## src/rtl/intr_seq.sv

```systemverilog
module intr_seq (
  input  logic       clk,
  input  logic       rst_n,
  input  logic [2:0] step,
  input  logic       in_set,
  input  logic       out_set,
  input  logic       en_set_req,
  input  logic       en_clr_req,
  input  logic       in_ack,
  input  logic       out_ack,
  output logic       int_en,
  output logic       int_cycle,
  output logic       in_flag,
  output logic       out_flag,
  output logic       addr_clr,
  output logic       tmp_from_pc,
  output logic       mem_wr_tmp,
  output logic       pc_clr,
  output logic       pc_inc,
  output logic       step_clr,
  output logic [2:0] fetch_step
);

  logic idle_step, pending, enter, leave;

  assign idle_step = ~|step;
  assign pending   = in_flag | out_flag;
  assign enter     = ~int_cycle & idle_step & int_en & pending;
  assign leave     = int_cycle & step[2];

  assign addr_clr    = int_cycle & step[0];
  assign tmp_from_pc = int_cycle & step[0];
  assign mem_wr_tmp  = int_cycle & step[1];
  assign pc_clr      = int_cycle & step[1];
  assign pc_inc      = leave;
  assign step_clr    = leave;
  assign fetch_step  = int_cycle ? 3'b000 : step;

  always_ff @(posedge clk or negedge rst_n) begin
    if (!rst_n) begin
      int_cycle <= 1'b0;
      int_en    <= 1'b0;
      in_flag   <= 1'b0;
      out_flag  <= 1'b0;
    end else begin
      if (leave)      int_cycle <= 1'b0;
      else if (enter) int_cycle <= 1'b1;

      if (leave || en_clr_req) int_en <= 1'b0;
      else if (en_set_req)     int_en <= 1'b1;

      if (in_ack)      in_flag <= 1'b0;
      else if (in_set) in_flag <= 1'b1;

      if (out_ack)      out_flag <= 1'b0;
      else if (out_set) out_flag <= 1'b1;
    end
  end

  AST_NO_ENTRY_DISABLED: assert property (@(posedge clk) disable iff (!rst_n)
    (!int_cycle && !int_en) |=> !int_cycle);
  AST_NO_ENTRY_IN_STEP: assert property (@(posedge clk) disable iff (!rst_n)
    (!int_cycle && step != 3'b000) |=> !int_cycle);
  AST_ENTRY_TAKEN: assert property (@(posedge clk) disable iff (!rst_n)
    (!int_cycle && step == 3'b000 && int_en && (in_flag || out_flag)) |=> int_cycle);
  AST_EXIT_DISABLES: assert property (@(posedge clk) disable iff (!rst_n)
    (int_cycle && step[2]) |=> (!int_cycle && !int_en));
  AST_EN_CLEAR_WINS: assert property (@(posedge clk) disable iff (!rst_n)
    en_clr_req |=> !int_en);
  AST_IN_CLEAR_WINS: assert property (@(posedge clk) disable iff (!rst_n)
    in_ack |=> !in_flag);
  AST_OUT_CLEAR_WINS: assert property (@(posedge clk) disable iff (!rst_n)
    out_ack |=> !out_flag);
  AST_STROBE_EXCL: assert property (@(posedge clk) disable iff (!rst_n)
    $onehot0(step) |-> $onehot0({addr_clr, mem_wr_tmp, pc_inc, |fetch_step}));

endmodule

```

## config.mk

```make
export PLATFORM = sky130hd
export DESIGN_NAME = intr_seq
export DESIGN_NICKNAME = d
export VERILOG_FILES = /design/src/rtl/intr_seq.sv
export SDC_FILE = /design/constraint.sdc
export NUM_CORES = 1
export LEC_CHECK = 0
export ABC_AREA = 0
export BUFFER_PORTS_ARGS = -buffer_cell sky130_fd_sc_hd__buf_4
export CAP_MARGIN = 20
export CORE_AREA = 3 3 40 42
export CTS_CLUSTER_SIZE = 40
export DETAILED_ROUTE_END_ITERATION = 10
export DIE_AREA = 0 0 43 45
export HOLD_SLACK_MARGIN = 0.1
export PLACE_DENSITY = 0.49
export SYNTH_ARGS = -nofsm -noshare
export SYNTH_HDL_FRONTEND = slang
export SYNTH_SLANG_ARGS = --single-unit
export TNS_END_PERCENT = 100
```

## constraint.sdc

```tcl
create_clock -name clk -period 1.4 [get_ports clk]
set_input_delay 0.14 -clock clk [delete_from_list [all_inputs] [get_ports clk]]
set_output_delay 0.14 -clock clk [all_outputs]
set_load 0.02 [all_outputs]
```

Word-level counts from Yosys, hierarchy flattened
Index checks and enable logic that the tools add are counted.

Flip-flop bits (word level): 4. Bits of input ports: 11. Output and inout bits: 13. Logic and storage cells: 28.

Muxes and demuxes: 9. Bitwise logic cells: 8. Reduce and logical (&&, ||, !) cells: 7.

Operators with widths (number): 1-bit 2-to-1 mux (8); 2-bit nonzero test (4); 1-bit AND (6); 3-bit 2-to-1 mux (1); 3-bit OR reduction (1); 1-bit zero test (1); 1-bit logical OR (1); 1-bit inverter (1); 1-bit OR (1).

Longest topological paths before layout
Depth in word-level cells: 7. Depth in mapped cells: 2. Gate-level depth less buffers: 2.

Worst setup path after synthesis
Ideal clock, no wire load.

Path type: reg2out. Start point: register int_cycle. End point: output port step_clr. Arrival time: 1029 ps. Data required time: 1260 ps. Slack: 231 ps. Stages on the path, launching flop included: 3. Path buffers: 1. Path through: dfrtp_1 > and2_1 > buf_4.

Word-level cells in the longest chain between the ends: 1.

Ends and longest elaborated chain: start, declared (RTL line 12) `output logic int_cycle,`; start signal, assigned (RTL line 41) `int_cycle <= 1'b0;`; start signal, assigned (RTL line 46) `if (leave) int_cycle <= 1'b0;`; start signal, assigned (RTL line 47) `else if (enter) int_cycle <= 1'b1;`; 1-bit AND (RTL line 29) `assign leave = int_cycle & step[2];`; end, declared (RTL line 20) `output logic step_clr,`.

No other way between the ends.

Worst setup path after layout
Start point: input port step[2]. End point: output port pc_inc.

Word-level cells in the longest chain between the ends: 1.

Ends and longest elaborated chain: start, declared (RTL line 4) `input logic [2:0] step,`; 1-bit AND (RTL line 29); end, declared (RTL line 19) `output logic pc_inc,`.

No other way between the ends.

==> reports/metrics.cfg <==
[pwr]
seqPwrFrac=0.354
clockPowerShare=0.392
p_per_area_mw_per_mm2=801
intPower_uw=272
p_leak_uw=0.000236
switching_share=0.257
p_sw_uw=94.2
max-vdd-ir-drop_mv=0.509
combPwrFrac=0.254

[cells_and_area]
area_growth_pct=112
fin_nets=64
nFillCells=140
diodes=0
final-seq-area_sq_um=100
drive_gt1_frac=0.549
multiInputGateArea_sq_um=88.8

[timing]
finClkSkew_ns=0.00340
period_share=0.925
max_freq_mhz=772
hold_viol_final=0
slew_viol_final=0
rsz0062_at_grt=no
setup_viol_count_final=0
fin_ws_ns=0.104
min_period_ns=1.30
slew_headroom=0.844
final.setup.tns_ns=0
worst_pin_slew_ns=0.234

[setup_path]
cpMostUsedCell=buf_4
reg2reg_to=int_cycle
cp-end-kind=primary output
crit_path_start_kind=input port
max_stage_delay_ns=0.54
cp_cell_sequence=dlygate4sd3_1 -> buf_4 -> and2_1 -> buf_4
timing.rr.start=int_en
cp.arrival_ns=1.16
cp-startpoint=step[2]
slowest_stage=dlygate4sd3_1
regToRegSetupSlack_ns=0.39
reg2reg_depth=2
worst-setup-path-type=input port to primary output
crit_fanout=3
crit_end=pc_inc
worstPathRequired_ns=1.26

[route]
ant_nets=0
routed_wirelength_um=660
routed_via_density=3.82
wl_per_cell_um=10.0
vias=252
drc=0
first_pass_iters=2
drt_iter0_markers=1

[yosys]
yosys_register_bits=4
synth_area_leader_cell=dfrtp_1
ys.flop_type=dfrtp_1
async_flop_share=1.00
synth_commonest_cells=nor2_1 (5), dfrtp_1 (4), buf_4 (3), nor2b_1 (3)
synth_nets=34
netlist_top_cells_area=dfrtp_1 (47%), buf_4 (10%), nor2_1 (8.7%)
synth_cells=23
syn_area_sq_um=215
synth_cell_types=10
syn_avg_cell_area_sq_um=9.36
synth_edf_count=0
synth_top_area_share=0.465
yosysMostFrequentCell=nor2_1
ys_warn_count=0
ys_seq_area_frac=0.465

[clocking]
htreeDepth=1
clk_latency_ns=0.23
cts_sinks=4
cts.path.max_buffers=2
cts_tree=yes
cts_inserted_buffers=3
cts_root_buf=clkbuf_4
clkTransAtPathRegs_ns=0.04
cts_setup_buffers=0

[place]
numPortBuffers=23
place_ws_ns=0.385
routabilityCongestion=0.622

[worst_hold_path]
worst_hold_path_type=input port to flop

[floorplanning]
die_h_um=45
start_util=0.167
pin_count=24
dieArea_sq_mm=0.00194
dieWidth_um=43
core-area_sq_mm=0.00128
rows=13

[global_routing]
track_usage=0.0792
grt_overflow=0
grt_pass1_vias=255
grt_pass1_wl_um=1060
antenna_found_initial=0
grt_max_degree=10

[run]
drv_cap=0

[status]
status=complete, no violations

-- through the flow --
step	total power (uW)	std cells	cell area, sq um	util	hold WS [ns]
2_1_floorplan	165	23	215	-	-0.156
3_3_place_gp	214	58	384	0.299	-0.0609
3_5_place_dp	214	58	384	0.299	-0.0599
4_1_cts	376	66	457	0.355	0.113
5_1_grt	399	66	457	0.355	0.111
6_report	366	66	457	0.355	0.122
-- layout by cell type, fill, tap and decap left out --
cell type / instances
buf_4: 23
nor2_1: 5
dlygate4sd3_1: 5
dfrtp_1: 4
nor2b_1: 3
clkbuf_4: 3
and2_1: 2
nor3_1: 2
and2_2: 1
inv_1: 1
or3b_1: 1
a211oi_2: 1
-- what timing repair did --
item | CTS | global route
endpoints found under the hold margin | 8 | 0
gates resized for setup | 0 | 0
hold buffers | 5 | 0
-- registers in the layout, indices dropped and copies added (netlist names) --
signal	cells
int_en	1
in_flag	1
out_flag	1
int_cycle	1
-- routing by layer --
metal	vias up	track usage	routed length, um	share of wire
li1	127	-	-	-
met1	98	0.0749	222	0.34
met2	27	0.129	274	0.42
met3	0	0.0837	163	0.25
met4	0	0	0	0
met5	-	0	0	0
-- final cells by class --
cell class,count,share of cell area
clock buffer,3,0.0493
sequential,4,0.219
tap,15,0.0411
multi-input combinational,15,0.195
inverter,1,0.00822
timing repair buffer,28,0.488
-- power by group through the flow --
stage	registers [uW]	clock network (uW)	logic [uW]
finish	130	143	93.0
global route	131	168	99.9
CTS	130	152	93.8
detailed placement	131	0	82.5
global placement	131	0	83.1
floorplan	138	0	26.5
-- worst min-delay path by stage --
stage                 start  endpoint  slack (ns)  cells past startpoint
finish              out_set  out_flag        0.12                      3
global route         in_set   in_flag        0.11                      3
CTS                  in_set   in_flag        0.11                      3
detailed placement    rst_n   in_flag       -0.06                      1
global placement      rst_n   in_flag       -0.06                      1
floorplan             rst_n   in_flag       -0.16                      0
-- worst max-delay path: cells and delay by family --
kind,cells,cell delay (ns)
buffers and inverters,3,0.84
AND/OR/NAND/NOR,1,0.17
-- logic make-up (layout without fill, tap and decap cells) --
logic type / count (synthesis) / after routing / synth area share
AOI/OAI and AO/OA: 1 / 1 / 0.0581
buffers and inverters: 4 / 32 / 0.122
and+or+nand+nor: 14 / 14 / 0.355
DFF: 4 / 4 / 0.465
No activity file was read; power rests on OpenSTA's default activity.
